==> src/rtl/uart_irq_pkg.sv <==
package uart_irq_pkg;

    // Number of interrupt sources handled by the identifier
    localparam int NUM_SRC = 3;

    // Source index inside request vectors (priority grows with index)
    localparam int IDX_THRE = 0;
    localparam int IDX_RDR  = 1;
    localparam int IDX_RLS  = 2;

    // Freeze state machine
    typedef enum logic [1:0] {
        FZ_IDLE    = 2'd0,
        FZ_HOLD    = 2'd1,
        FZ_RELEASE = 2'd2
    } fz_state_e;

    // Source identification codes reported in bits 2:1
    typedef enum logic [1:0] {
        ID_NONE = 2'b00,
        ID_THRE = 2'b01,
        ID_RDR  = 2'b10,
        ID_RLS  = 2'b11
    } src_id_e;

    typedef struct packed {
        logic    pending;
        src_id_e id;
    } irq_ident_t;

    localparam irq_ident_t IDENT_IDLE = '{pending: 1'b0, id: ID_NONE};

endpackage

==> src/rtl/irq_src_latch.sv <==
module irq_src_latch
    import uart_irq_pkg::*;
#(
    parameter int N_SRC = NUM_SRC
) (
    input  logic             clk,
    input  logic             rst_n,
    input  logic             lvl_rls,
    input  logic             lvl_rdr,
    input  logic             thre_set,
    input  logic             thre_clr,
    input  logic [N_SRC-1:0] src_en,
    output logic [N_SRC-1:0] req_masked
);

    logic             thre_q;
    logic [N_SRC-1:0] raw_req;

    // Transmitter-empty condition: a new event wins over a clear
    always_ff @(posedge clk) begin
        if (!rst_n) begin
            thre_q <= 1'b0;
        end else if (thre_set) begin
            thre_q <= 1'b1;
        end else if (thre_clr) begin
            thre_q <= 1'b0;
        end
    end

    always_comb begin
        raw_req           = '0;
        raw_req[IDX_THRE] = thre_q;
        raw_req[IDX_RDR]  = lvl_rdr;
        raw_req[IDX_RLS]  = lvl_rls;
    end

    // Per-source enable gating
    genvar g;
    generate
        for (g = 0; g < N_SRC; g++) begin : g_mask
            assign req_masked[g] = raw_req[g] & src_en[g];
        end
    endgenerate

    // the latched condition only drops through the clear strobe
    assert_thre_drop_R8: assert property (@(posedge clk) disable iff (!rst_n)
        $fell(thre_q) |-> $past(thre_clr))
        else $error("latched condition dropped without clear");

    // an event always leaves the condition latched
    assert_set_wins_R9: assert property (@(posedge clk) disable iff (!rst_n)
        thre_set |=> thre_q)
        else $error("event lost against clear");

endmodule

==> src/rtl/irq_prio_enc.sv <==
module irq_prio_enc
    import uart_irq_pkg::*;
#(
    parameter int N_SRC = NUM_SRC
) (
    input  logic [N_SRC-1:0] req,
    output irq_ident_t       ident
);

    localparam int IDW = $bits(src_id_e);

    // Walk from lowest to highest priority so the last hit wins
    always_comb begin
        ident = IDENT_IDLE;
        for (int i = 0; i < N_SRC; i++) begin
            if (req[i]) begin
                ident.pending = 1'b1;
                ident.id      = src_id_e'(IDW'(i + 1));
            end
        end
    end

    // priority ordering
    always_comb begin
        if (req[IDX_RLS]) begin
            assert_rls_top_R2: assert (ident.id == ID_RLS)
                else $error("line status not on top");
        end
        if (req[IDX_RDR] && !req[IDX_RLS]) begin
            assert_rdr_mid_R2: assert (ident.id == ID_RDR)
                else $error("data ready misordered");
        end
    end

    // pending flag matches a nonzero code
    always_comb begin
        assert_pend_code_R3: assert (ident.pending == (ident.id != ID_NONE))
            else $error("pending flag and code disagree");
    end

endmodule

==> src/rtl/irq_freeze_fsm.sv <==
module irq_freeze_fsm
    import uart_irq_pkg::*;
#(
    parameter int ADDR_W  = 3,
    parameter int DATA_W  = 8,
    parameter int ID_ADDR = 2
) (
    input  logic              clk,
    input  logic              rst_n,
    input  logic              rd_stb,
    input  logic [ADDR_W-1:0] rd_addr,
    input  irq_ident_t        live,
    output logic [DATA_W-1:0] rd_data,
    output logic              irq,
    output logic              thre_clr
);

    localparam int ID_BITS = $bits(irq_ident_t);
    localparam int PAD_W   = DATA_W - ID_BITS;

    fz_state_e  state_q, state_d;
    irq_ident_t snap_q;
    irq_ident_t shown;
    logic       irq_q;
    logic       sel;

    assign sel = rd_stb && (rd_addr == ADDR_W'(ID_ADDR));

    // State register
    always_ff @(posedge clk) begin
        if (!rst_n) begin
            state_q <= FZ_IDLE;
        end else begin
            state_q <= state_d;
        end
    end

    // Transitions
    always_comb begin
        state_d = state_q;
        unique case (state_q)
            FZ_IDLE:    if (sel)  state_d = FZ_HOLD;
            FZ_HOLD:    if (!sel) state_d = FZ_RELEASE;
            FZ_RELEASE: state_d = sel ? FZ_HOLD : FZ_IDLE;
            default:    state_d = FZ_IDLE;
        endcase
    end

    // Registered outputs: snapshot and interrupt line
    always_ff @(posedge clk) begin
        if (!rst_n) begin
            snap_q <= IDENT_IDLE;
            irq_q  <= 1'b0;
        end else begin
            unique case (state_q)
                FZ_IDLE, FZ_RELEASE: begin
                    irq_q <= live.pending;
                    if (sel) snap_q <= live;
                end
                FZ_HOLD: begin
                    snap_q <= snap_q;
                    irq_q  <= irq_q;
                end
                default: begin
                    snap_q <= IDENT_IDLE;
                    irq_q  <= 1'b0;
                end
            endcase
        end
    end

    // Combinational outputs
    always_comb begin
        shown    = (state_q == FZ_HOLD) ? snap_q : live;
        thre_clr = (state_q == FZ_HOLD) && !sel && (snap_q.id == ID_THRE);
        rd_data  = '0;
        if (sel) begin
            rd_data = {{PAD_W{1'b0}}, shown.id, ~shown.pending};
        end
    end

    assign irq = irq_q;

    // upper bits of the byte stay zero
    assert_upper_zero_R4: assert property (@(posedge clk) disable iff (!rst_n)
        rd_data[DATA_W-1:ID_BITS] == '0)
        else $error("upper identification bits set");

    // snapshot held across a frozen access
    assert_snap_frozen_R6: assert property (@(posedge clk) disable iff (!rst_n)
        (state_q == FZ_HOLD && $past(state_q) == FZ_HOLD) |-> $stable(snap_q))
        else $error("snapshot moved while frozen");

    // interrupt line held across a frozen access
    assert_irq_held_R10: assert property (@(posedge clk) disable iff (!rst_n)
        (state_q == FZ_HOLD && $past(state_q) == FZ_HOLD) |-> $stable(irq))
        else $error("interrupt line moved while frozen");

    // an unselected offset never starts a freeze
    assert_other_addr_R7: assert property (@(posedge clk) disable iff (!rst_n)
        (state_q == FZ_IDLE && !sel) |=> state_q == FZ_IDLE)
        else $error("freeze entered without selection");

endmodule

==> src/rtl/uart_irq_ident.sv <==
module uart_irq_ident
    import uart_irq_pkg::*;
#(
    parameter int ADDR_W  = 3,
    parameter int DATA_W  = 8,
    parameter int ID_ADDR = 2
) (
    input  logic               clk,
    input  logic               rst_n,
    input  logic               rls_cond,
    input  logic               rdr_cond,
    input  logic               thre_set,
    input  logic [NUM_SRC-1:0] src_en,
    input  logic               rd_stb,
    input  logic [ADDR_W-1:0]  rd_addr,
    output logic [DATA_W-1:0]  rd_data,
    output logic               irq
);

    logic [NUM_SRC-1:0] req_masked;
    irq_ident_t         live_ident;
    logic               thre_clr;

    irq_src_latch #(.N_SRC(NUM_SRC)) u_src (
        .clk        (clk),
        .rst_n      (rst_n),
        .lvl_rls    (rls_cond),
        .lvl_rdr    (rdr_cond),
        .thre_set   (thre_set),
        .thre_clr   (thre_clr),
        .src_en     (src_en),
        .req_masked (req_masked)
    );

    irq_prio_enc #(.N_SRC(NUM_SRC)) u_enc (
        .req   (req_masked),
        .ident (live_ident)
    );

    irq_freeze_fsm #(
        .ADDR_W  (ADDR_W),
        .DATA_W  (DATA_W),
        .ID_ADDR (ID_ADDR)
    ) u_fsm (
        .clk      (clk),
        .rst_n    (rst_n),
        .rd_stb   (rd_stb),
        .rd_addr  (rd_addr),
        .live     (live_ident),
        .rd_data  (rd_data),
        .irq      (irq),
        .thre_clr (thre_clr)
    );

    // a fully disabled block never raises the interrupt line
    assert_masked_quiet_R5: assert property (@(posedge clk) disable iff (!rst_n)
        (src_en == '0 && $past(src_en) == '0 && $past(rst_n)) |-> !irq)
        else $error("interrupt with all sources disabled");

endmodule

==> config.mk <==
export PLATFORM = sky130hd
export DESIGN_NAME = uart_irq_ident
export DESIGN_NICKNAME = d
export VERILOG_FILES = /design/src/rtl/uart_irq_pkg.sv /design/src/rtl/irq_src_latch.sv /design/src/rtl/irq_prio_enc.sv /design/src/rtl/irq_freeze_fsm.sv /design/src/rtl/uart_irq_ident.sv
export SDC_FILE = /design/constraint.sdc
export NUM_CORES = 1
export LEC_CHECK = 0
export ABC_CLOCK_PERIOD_IN_PS = 1090
export CAP_MARGIN = 40
export CORE_AREA = 2 2 39 41
export CTS_BUF_LIST = sky130_fd_sc_hd__clkbuf_2
export DETAILED_ROUTE_END_ITERATION = 6
export DIE_AREA = 0 0 41 43
export PLACE_DENSITY_LB_ADDON = 0.12
export SYNTH_ARGS = -nofsm -noshare
export SYNTH_HDL_FRONTEND = slang
export SYNTH_SLANG_ARGS = --single-unit
==> constraint.sdc <==
create_clock -name clk -period 1.09 [get_ports clk]
set_input_delay 0.1635 -clock clk [delete_from_list [all_inputs] [get_ports clk]]
set_output_delay 0.1635 -clock clk [all_outputs]
set_load 0.1 [all_outputs]
==> flow_summary.ini <==
[cts]
clk_pin_slew_ps = 80
cts_root_buffer = clkbuf_2
cts-buffers-inserted = 3
cts_max_path_buffers = 2
cts_tree = built
clock_sinks = 7
cts_hold_buffers = 0
h-tree-depth = 1
insertion_delay_ps = 230

[power_and_ir_drop]
p_leak_nw = 0.361
switching_power_mw = 0.281
p_sw_share_pct = 37.9
irDropWorstVdd_v = 0.000578
internal_power_mw = 0.462
p_comb_share_pct = 36.7
sequentialPowerShare_pct = 36.6
p_per_area_mw_per_mm2 = 886
p_clk_share_pct = 26.7

[critical_path]
cp-end-kind = primary output
critPathTopFamily = compound AO/OA/AOI/OAI gates
cp_num_buf_inv = 2
arrival_ps = 1440
critPathKind = register to primary output
cp.depth = 5
rr_worst_depth = 4
cp.required_ps = 930
crit_fanout = 2
startpoint_type = register
slowest_delay_ps = 330
slowest_stage = dfxtp_2
crit_chain = a222oi_1 > buf_4 > nand3_4 > o31ai_4 > buf_12

[status]
status = finished, violations left
violations = negative setup slack

[timing]
fin_ws_ps = -510
fin_crit_ps = 1600
rsz0062_at_grt = true
hold_viol = 0
finalSetupTns_ps = -1380
hold_ws_ps = 462
min_period_over_period_pct = 147
fmax_ghz = 0.625
skew_ps = 1.63
setup_viol = 7
slew_viol_final = 0

[placement]
place_congestion = 0.793
numPortBuffers = 15
hpwl_um = 899
dpl_cell_area_sq_um = 777

[layout]
nFillCells = 130
final_common_cell = buf_4
drive_gt1_share_pct = 57.1
diodes = 0
seq_area_sq_um = 148
mostFrequentLayoutCells = buf_4, clkbuf_2, conb_1, dlygate4sd2_1, buf_12
final_area_sq_um = 838
final_util_pct = 60.6
num-nets-final = 97
syn_to_final_growth_pct = 93.6
multi_input_area_sq_um = 323

[grt]
grt_pass1_wl_mm = 1.94
globalRoute.totalOverflow = 0
grt_usage_pct = 16.8
grt_antenna_before_repair = 0
grt_max_degree = 11
grt_pass1_vias = 508

[route]
ant_nets = 0
wire_per_inst_um = 13.1
drtPass1Iterations = 4
viasPerCell = 5.07
drc_errors = 0
vias = 507
drtIter0Drc = 5
drt_wl_total_mm = 1.31

[floorplanning]
die_area_sq_mm = 0.00176
die_y_um = 43
die_w_um = 41
core_area_sq_mm = 0.00138
start_util_pct = 31.3
rows = 14
boundaryPins = 21

[logic_synthesis]
yosysUniqueCellTypes = 31
synth_top_area_share_pct = 32.4
synth-warning-count = 0
netlist_top_cells_area = dfxtp_1, buf_4, nand4b_1
yosysTopAreaCell = dfxtp_1
yosysSeqAreaShare_pct = 32.4
ys_seq_elements = 7
avgSynthCellArea_sq_um = 8.84
synthCells = 49
syn_area_sq_um = 433

[worst_hold_path]
hold_class = input pin to register
whs_path_depth = 3

[run]
max_cap_viol_count = 0
power groups by stage:
stage / sequential, mW / combinational, mW / clock [mW]
6_report: 0.272 / 0.273 / 0.198
5_1_grt: 0.273 / 0.286 / 0.222
4_1_cts: 0.271 / 0.269 / 0.214
3_5_place_dp: 0.279 / 0.266 / 0
3_3_place_gp: 0.279 / 0.265 / 0
2_1_floorplan: 0.299 / 0.149 / 0
metrics by stage:
stage | power (mW) | setup WS (ps) | std cells
6_report | 0.743 | -510 | 100
4_1_cts | 0.755 | -584 | 100
3_5_place_dp | 0.545 | -635 | 93
2_1_floorplan | 0.448 | -539 | 53
5_1_grt | 0.782 | -594 | 100
3_3_place_gp | 0.544 | -603 | 93
final cells by class:
type | instances | share of cell area, %
multi-input combinational | 38 | 38.5
sequential | 7 | 17.6
tap | 16 | 2.39
timing repair buffer | 35 | 39.1
clock buffer | 4 | 2.39
what timing repair did:
action,in CTS,in global routing
pin swaps,4,6
setup buffers,3,3
resized for setup,24,9
setup endpoints to repair,8,9
synth_stat cells:
master          count
nand2b_1            1
and2b_2             1
dfxtp_1             7
conb_1              1
and4bb_2            1
clkbuf_1            1
a211oi_1            1
o31ai_1             1
buf_4               5
nand2_1             3
o221ai_1            1
nand3_1             3
nor4b_1             1
o21ai_0             3
nor3_1              1
or2_1               1
and3_1              1
nor2_1              1
and3_2              1
and4b_1             1
a311o_1             1
o211ai_1            1
or2b_1              1
a32oi_1             1
nand4b_1            2
dlymetal6s2s_1      1
a222oi_1            1
buf_2               1
nand4bb_1           1
a22oi_1             1
a21oi_1             2
worst min-delay path, stage by stage:
cell and delay, ps:
dlygate4sd2_1 230, or2b_1 200, o21ai_2 60
cells by family after synthesis:
family / after synthesis / share of synthesized area (%)
simple gates: 20 / 31.8
compound gates: 13 / 21.4
other cells: 1 / 0.866
flops: 7 / 32.4
buf+inv: 8 / 13.6
layer usage:
metal | track usage (%) | part of all wire, % | wire length (um)
met5 | 0 | 0 | 0
met4 | 16.0 | 3.4 | 44
met2 | 26.3 | 50 | 660
met3 | 1.57 | 4.6 | 61
met1 | 18.2 | 42 | 548
path summary, 6_finish.rpt:
| check | endpoint | slack, ps | from |
|---|---|---|---|
| worst max-delay path | rd_data[0] | -510 | u_src.thre_q |
| worst min-delay path | u_fsm.irq | 460 | rst_n |
| worst max register to register | u_fsm.snap_q[2] | -110 | u_src.thre_q |
| worst min register to register | u_fsm.irq | 510 | u_fsm.irq |
sequential cells by signal, indices dropped and copies added (netlist names):
register	cells
u_fsm.irq	1
u_fsm.snap_q	3
u_src.thre_q	1
u_fsm.state_q	2
No activity file was read; power rests on OpenSTA's default activity.
